### config.mk
export PLATFORM = sky130hd
export DESIGN_NAME = sdram_rd_seq
export DESIGN_NICKNAME = d
export VERILOG_FILES = /design/src/rtl/rdseq_pkg.sv /design/src/rtl/rdseq_cnt.sv /design/src/rtl/rdseq_bank.sv /design/src/rtl/rdseq_capture.sv /design/src/rtl/sdram_rd_seq.sv
export SDC_FILE = /design/constraint.sdc
export NUM_CORES = 1
export LEC_CHECK = 0
export BUFFER_PORTS_ARGS = -buffer_cell sky130_fd_sc_hd__buf_2
export CAP_MARGIN = 20
export CORE_MARGIN = 8
export CORE_UTILIZATION = 40
export CTS_BUF_LIST = sky130_fd_sc_hd__clkbuf_8
export CTS_CLUSTER_DIAMETER = 40
export CTS_CLUSTER_SIZE = 24
export DETAILED_ROUTE_END_ITERATION = 12
export PLACE_DENSITY = 0.69
export SETUP_SLACK_MARGIN = 0.02
export SYNTH_ARGS = -nofsm -noshare
export SYNTH_HDL_FRONTEND = slang
export SYNTH_SLANG_ARGS = --single-unit
### constraint.sdc
create_clock -name clk -period 4.1 [get_ports clk]
set_input_delay 0.205 -clock clk [delete_from_list [all_inputs] [get_ports clk]]
set_output_delay 0.205 -clock clk [all_outputs]
set_load 0.03 [all_outputs]
### src/rtl/rdseq_pkg.sv
package rdseq_pkg;
  typedef enum logic [1:0] {
    CMD_NOP = 2'b00,
    CMD_ACT = 2'b01,
    CMD_RD  = 2'b10,
    CMD_PRE = 2'b11
  } cmd_e;

  typedef enum logic [1:0] {
    ST_IDLE,
    ST_PRE,
    ST_ACT,
    ST_RD
  } st_e;
endpackage

### src/rtl/rdseq_cnt.sv
// Loadable down counter that stops at zero.
module rdseq_cnt #(
  parameter int W = 4
) (
  input  logic         clk,
  input  logic         rst,
  input  logic         load,
  input  logic [W-1:0] load_val,
  output logic [W-1:0] value
);
  always_ff @(posedge clk) begin
    if (rst)                value <= '0;
    else if (load)          value <= load_val;
    else if (value != '0)   value <= value - W'(1);
  end
endmodule

### src/rtl/rdseq_bank.sv
// State of one bank: open flag, open row and its three timing windows.
module rdseq_bank #(
  parameter int ROW_W  = 12,
  parameter int CNT_W  = 4,
  parameter int T_RAS  = 5,
  parameter int T_RCD  = 3,
  parameter int T_RP   = 3,
  parameter int AP_OFF = 5
) (
  input  logic             clk,
  input  logic             rst,
  input  logic             act,
  input  logic [ROW_W-1:0] act_row,
  input  logic             pre,
  input  logic             rd_ap,
  output logic             is_open,
  output logic [ROW_W-1:0] open_row,
  output logic             rcd_ok,
  output logic             ras_ok,
  output logic             ap_ok,
  output logic             rp_ok
);
  logic [CNT_W-1:0] rcd_v, ras_v, rp_v, rp_load;

  // A counter loaded with N-1 reads zero in the cycle before the first
  // legal issue cycle, matching the registered command output.
  assign rp_load = rd_ap ? CNT_W'(AP_OFF + T_RP - 1) : CNT_W'(T_RP - 1);

  rdseq_cnt #(.W(CNT_W)) u_rcd (
    .clk(clk), .rst(rst), .load(act), .load_val(CNT_W'(T_RCD - 1)), .value(rcd_v));
  rdseq_cnt #(.W(CNT_W)) u_ras (
    .clk(clk), .rst(rst), .load(act), .load_val(CNT_W'(T_RAS - 1)), .value(ras_v));
  rdseq_cnt #(.W(CNT_W)) u_rp (
    .clk(clk), .rst(rst), .load(pre | rd_ap), .load_val(rp_load), .value(rp_v));

  assign rcd_ok = (rcd_v == '0);
  assign ras_ok = (ras_v == '0);
  assign rp_ok  = (rp_v == '0);
  // internal precharge starts AP_OFF cycles after the read; it must not beat tRAS
  assign ap_ok  = (ras_v <= CNT_W'(AP_OFF));

  always_ff @(posedge clk) begin
    if (rst) begin
      is_open  <= 1'b0;
      open_row <= '0;
    end else if (act) begin
      is_open  <= 1'b1;
      open_row <= act_row;
    end else if (pre | rd_ap) begin
      is_open  <= 1'b0;
    end
  end
endmodule

### src/rtl/rdseq_capture.sv
// Tracks issued reads through the CAS latency and captures each burst.
module rdseq_capture #(
  parameter int DATA_W  = 16,
  parameter int CAS_LAT = 3,
  parameter int BURST   = 4
) (
  input  logic              clk,
  input  logic              rst,
  input  logic              rd_issue,
  input  logic [DATA_W-1:0] dq,
  output logic [DATA_W-1:0] rd_data,
  output logic              rd_valid,
  output logic              rd_last
);
  localparam int PIPE = CAS_LAT + BURST;

  logic [PIPE-1:0] pipe;
  logic            window;

  assign window = |pipe[PIPE-1:CAS_LAT];

  always_ff @(posedge clk) begin
    if (rst) begin
      pipe     <= '0;
      rd_valid <= 1'b0;
      rd_last  <= 1'b0;
      rd_data  <= '0;
    end else begin
      pipe     <= {pipe[PIPE-2:0], rd_issue};
      rd_valid <= window;
      rd_last  <= pipe[PIPE-1];
      if (window) rd_data <= dq;
    end
  end
endmodule

### src/rtl/sdram_rd_seq.sv
module sdram_rd_seq
  import rdseq_pkg::*;
#(
  parameter int ROW_W   = 12,
  parameter int COL_W   = 10,
  parameter int DATA_W  = 16,
  parameter int AP_BIT  = 10,
  parameter int T_RAS   = 5,
  parameter int T_RCD   = 3,
  parameter int T_RP    = 3,
  parameter int T_RRD   = 2,
  parameter int CAS_LAT = 3,
  parameter int BURST   = 4
) (
  input  logic              clk,
  input  logic              rst,
  input  logic              req_valid,
  output logic              req_ready,
  input  logic              req_bank,
  input  logic [ROW_W-1:0]  req_row,
  input  logic [COL_W-1:0]  req_col,
  input  logic              req_autopre,
  output logic [1:0]        cmd_o,
  output logic              ba_o,
  output logic [ROW_W-1:0]  addr_o,
  input  logic [DATA_W-1:0] dram_dq,
  output logic [DATA_W-1:0] rd_data,
  output logic              rd_valid,
  output logic              rd_last
);
  localparam int AP_OFF = CAS_LAT + BURST - 2;
  localparam int CNT_W  = $clog2(AP_OFF + T_RP + T_RAS + T_RCD + T_RRD + BURST + 1);

  st_e              st;
  logic             q_bank, q_ap;
  logic [ROW_W-1:0] q_row;
  logic [COL_W-1:0] q_col;

  logic [1:0]       b_open, rcd_ok, ras_ok, ap_ok, rp_ok;
  logic [ROW_W-1:0] b_row [2];
  logic [1:0]       act_go, pre_go, rdap_go;

  logic [CNT_W-1:0] rrd_v, rr_v;
  logic             accept, other, pre_all;
  logic             pre_fire, act_fire, rd_fire;
  logic [ROW_W-1:0] rd_addr, pre_addr;

  assign req_ready = (st == ST_IDLE);
  assign accept    = req_valid & req_ready;
  assign other     = ~q_bank;
  assign pre_all   = b_open[other];

  assign pre_fire = (st == ST_PRE) && ras_ok[q_bank] && (!b_open[other] || ras_ok[other]);
  assign act_fire = (st == ST_ACT) && rp_ok[q_bank] && (rrd_v == '0);
  assign rd_fire  = (st == ST_RD) && rcd_ok[q_bank] && (rr_v == '0) &&
                    (!q_ap || ap_ok[q_bank]);

  always_comb begin
    act_go  = '0;
    pre_go  = '0;
    rdap_go = '0;
    if (act_fire) act_go[q_bank] = 1'b1;
    if (pre_fire) begin
      pre_go[q_bank] = 1'b1;
      if (pre_all) pre_go[other] = 1'b1;
    end
    if (rd_fire && q_ap) rdap_go[q_bank] = 1'b1;
  end

  for (genvar i = 0; i < 2; i++) begin : g_bank
    rdseq_bank #(
      .ROW_W(ROW_W), .CNT_W(CNT_W), .T_RAS(T_RAS), .T_RCD(T_RCD),
      .T_RP(T_RP), .AP_OFF(AP_OFF)
    ) u_bank (
      .clk(clk), .rst(rst),
      .act(act_go[i]), .act_row(q_row), .pre(pre_go[i]), .rd_ap(rdap_go[i]),
      .is_open(b_open[i]), .open_row(b_row[i]),
      .rcd_ok(rcd_ok[i]), .ras_ok(ras_ok[i]), .ap_ok(ap_ok[i]), .rp_ok(rp_ok[i])
    );
  end

  // cross-bank activate spacing and read-to-read spacing
  rdseq_cnt #(.W(CNT_W)) u_rrd (
    .clk(clk), .rst(rst), .load(act_fire), .load_val(CNT_W'(T_RRD - 1)), .value(rrd_v));
  rdseq_cnt #(.W(CNT_W)) u_rr (
    .clk(clk), .rst(rst), .load(rd_fire), .load_val(CNT_W'(BURST - 1)), .value(rr_v));

  always_comb begin
    rd_addr              = '0;
    rd_addr[COL_W-1:0]   = q_col;
    rd_addr[AP_BIT]      = q_ap;
    pre_addr             = '0;
    pre_addr[AP_BIT]     = pre_all;
  end

  // request sequencing
  always_ff @(posedge clk) begin
    if (rst) begin
      st     <= ST_IDLE;
      q_bank <= 1'b0;
      q_ap   <= 1'b0;
      q_row  <= '0;
      q_col  <= '0;
    end else begin
      case (st)
        ST_IDLE: if (accept) begin
          q_bank <= req_bank;
          q_row  <= req_row;
          q_col  <= req_col;
          q_ap   <= req_autopre;
          if (b_open[req_bank] && (b_row[req_bank] == req_row)) st <= ST_RD;
          else if (b_open[req_bank])                            st <= ST_PRE;
          else                                                  st <= ST_ACT;
        end
        ST_PRE:  if (pre_fire) st <= ST_ACT;
        ST_ACT:  if (act_fire) st <= ST_RD;
        ST_RD:   if (rd_fire)  st <= ST_IDLE;
        default: st <= ST_IDLE;
      endcase
    end
  end

  // registered command pins
  always_ff @(posedge clk) begin
    if (rst) begin
      cmd_o  <= CMD_NOP;
      ba_o   <= 1'b0;
      addr_o <= '0;
    end else if (pre_fire) begin
      cmd_o  <= CMD_PRE;
      ba_o   <= q_bank;
      addr_o <= pre_addr;
    end else if (act_fire) begin
      cmd_o  <= CMD_ACT;
      ba_o   <= q_bank;
      addr_o <= q_row;
    end else if (rd_fire) begin
      cmd_o  <= CMD_RD;
      ba_o   <= q_bank;
      addr_o <= rd_addr;
    end else begin
      cmd_o  <= CMD_NOP;
      ba_o   <= 1'b0;
      addr_o <= '0;
    end
  end

  rdseq_capture #(.DATA_W(DATA_W), .CAS_LAT(CAS_LAT), .BURST(BURST)) u_cap (
    .clk(clk), .rst(rst), .rd_issue(rd_fire), .dq(dram_dq),
    .rd_data(rd_data), .rd_valid(rd_valid), .rd_last(rd_last));
endmodule

==> flow_summary.json <==
{
  "synth_most_common_cell": "nand2_1",
  "cap_violations": 0,
  "dp_slack_ns": 1.20,
  "powerDensity_nw_per_um2": 634,
  "insertion_delay_ns": 0.44,
  "rows": 43,
  "yosysTopAreaCellShare_pct": 47.5,
  "vdd_drop_max_uv": 310,
  "antenna_cells": 0,
  "fin_ws_ns": 1.17,
  "clk_path_buf_depth": 2,
  "core_area_um2": 13700,
  "rsz0062_at_grt": "no",
  "dieWidth_um": 134,
  "nets": 817,
  "layout-drive-gt1-share_pct": 17.3,
  "synth-edff-count": 0,
  "portBuffers": 76,
  "fin_crit_sh_pct": 71.5,
  "syn_avg_cell_area_um2": 8.55,
  "design_area_um2": 6850,
  "dieArea_um2": 17900,
  "globalRouteTotalUtil_pct": 14.9,
  "setup_viol": 0,
  "period_minus_slack_ns": 2.93,
  "synthFlopType": "dfxtp_1",
  "grt_overflow": 0,
  "synthesis.area_um2": 5560,
  "syn-instance-count": 650,
  "die_y_um": 134,
  "grt_max_degree": 78,
  "dpl_cell_area_um2": 6110,
  "finalHoldViolations": 0,
  "multiInputGateArea_um2": 2730,
  "status": "complete, no violations",
  "ctsHtreeMaxLevel": 4,
  "clk_transition_reported_paths_ns": 0.07,
  "required_ns": 4.47,
  "fin_setup_tns_ns": 0,
  "wl_per_cell_um": 13.7,
  "numCtsBuffers": 17,
  "skew_ns": 0.0125,
  "wl_um": 12900,
  "cts_tree": "built",
  "hpwl_um": 8540,
  "ios": 77,
  "ys_top_cells_by_area": "dfxtp_1 48%, nand2_1 9.4%, a21oi_1 6.8%",
  "crit_path_max_fanout": 11,
  "dr.pass1.iters": 4,
  "end_kind": "flop",
  "yosysWarnings": 0,
  "ys_seq_area_share_pct": 47.5,
  "min_path_type": "input port to flop",
  "p_leak_nw": 2.75,
  "synth_seq_cells": 132,
  "drc": 0,
  "cp-start-kind": "flop",
  "worstSetupPathType": "flop to flop",
  "drtIter0Drc": 200,
  "gp_congestion": 0.758,
  "vias": 4611,
  "ant_nets": 0,
  "root_buffer": "clkbuf_8",
  "maxSlewViolCount": 0,
  "worstPathArrival_ns": 3.30,
  "grt_pass1_vias": 4538,
  "syn_to_final_growth_pct": 23.1,
  "yosysTopAreaCell": "dfxtp_1",
  "async_flop_share_pct": 0,
  "tightest_slew_ns": 0.986,
  "ys_types": 42,
  "vias_per_cell": 4.88,
  "synth_nets": 714,
  "fmax_mhz": 341,
  "cts_num_sinks": 132,
  "synth_common_cells": "139 x nand2_1, 132 x dfxtp_1, 75 x a21oi_1, 59 x nor2_1, 30 x xnor2_1",
  "relSlewSlack_pct": 34.3,
  "initial_core_util_pct": 40.5,
  "antenna_found_initial": 0,
  "fill_cells": 1306,
  "grt_pass1_wl_um": 21800,
  "regArea_um2": 2640
}
## registers in the layout, indices dropped and copies added (netlist names), 5 cells and up
signal	flops
g_bank.u_bank.u_rcd.value	10
u_cap.pipe	7
q_row	12
g_bank.u_bank.open_row	24
g_bank.u_bank.u_rp.value	10
addr_o	12
g_bank.u_bank.u_ras.value	10
u_cap.rd_data	16
u_rrd.value	5
q_col	10
u_rr.value	5
## routing by layer
metal	GRT usage [%]	part of all wire [%]
met3	5.20	5.9
met1	17.5	44
met2	24.3	48
met4	5.93	1.4
met5	0	0
## layout make-up
class	count	area share [%]
clock buffer	18	3.62
timing repair buffer	115	11.1
sequential	132	38.6
clock inverter	13	2.34
multi-input combinational	465	39.9
inverter	22	1.21
tap	180	3.29
## what timing repair did
action	CTS	global route
endpoints found under the hold margin	33	0
gates resized for setup	0	0
buffers inserted	0	0
hold buffers	33	0
## per-stage QoR
stage | hold slack (ns) | std cells | util [%] | power [W]
final | 0.0340 | 945 | 49.9 | 0.00434
after global routing | 0.0109 | 945 | 49.9 | 0.00466
after CTS | 0.00168 | 945 | 49.9 | 0.00438
after detailed placement | 0.422 | 881 | 44.5 | 0.00321
after global placement | 0.424 | 881 | 44.5 | 0.00320
after floorplan | 0.341 | 650 | - | 0.00289
## report_power, final
part | internal, W | switching, W | total [W]
registers | 0.00151 | 0.000213 | 0.00173
logic | 0.000673 | 0.000815 | 0.00149
clock network | 0.000612 | 0.000513 | 0.00113
total | 0.00280 | 0.00154 | 0.00434
## layout by cell type (no fill, tap or decap), drive strengths merged, types with 3 or more instances in the layout
cell	synthesis	final
a22o	8	8
a21oi	75	75
clkinv	0	8
or4b	4	4
or3	8	8
mux2i	15	15
xnor2	30	30
nor4	6	6
nor4b	6	6
inv	22	22
mux2	5	5
bufinv	0	3
buf	4	82
nor2	59	59
xor2	4	4
nor3	19	19
nand2b	6	6
nand2	139	139
ha	21	21
dlygate4sd3	0	33
a31oi	5	5
nor2b	10	10
dfxtp	132	132
and2	3	3
clkbuf	27	18
a22oi	10	10
nand3	7	7
o21ai	10	10
## worst max-delay path, cell delays in order, from the launching register on
cell	delay (ns)
dfxtp_1	0.33
inv_1	0.09
ha_1	0.17
or4b_4	0.50
mux2_4	0.32
a311oi_4	0.48
nor2b_1	0.69
a22oi_1	0.15
nor2_1	0.13
## worst paths after layout
path,from,to,slack [ns],cells past startpoint
max reg2reg,g_bank[0].u_bank.u_rcd.value[0],addr_o[9],1.17,8
min,req_row[6],q_row[6],0.03,3
max,g_bank[0].u_bank.u_rcd.value[0],addr_o[9],1.17,8
min reg2reg,u_cap.pipe[0],u_cap.pipe[1],0.44,1
## cells by family after synthesis
family / after synthesis / synth area share (%)
compound gates: 116 / 12.4
xor+xnor: 34 / 5.36
fa+ha+maj: 21 / 4.73
buf+inv: 53 / 3.60
flops: 132 / 47.5
mux: 20 / 3.78
simple gates: 274 / 22.6
(Power assumes the default switching activity.)
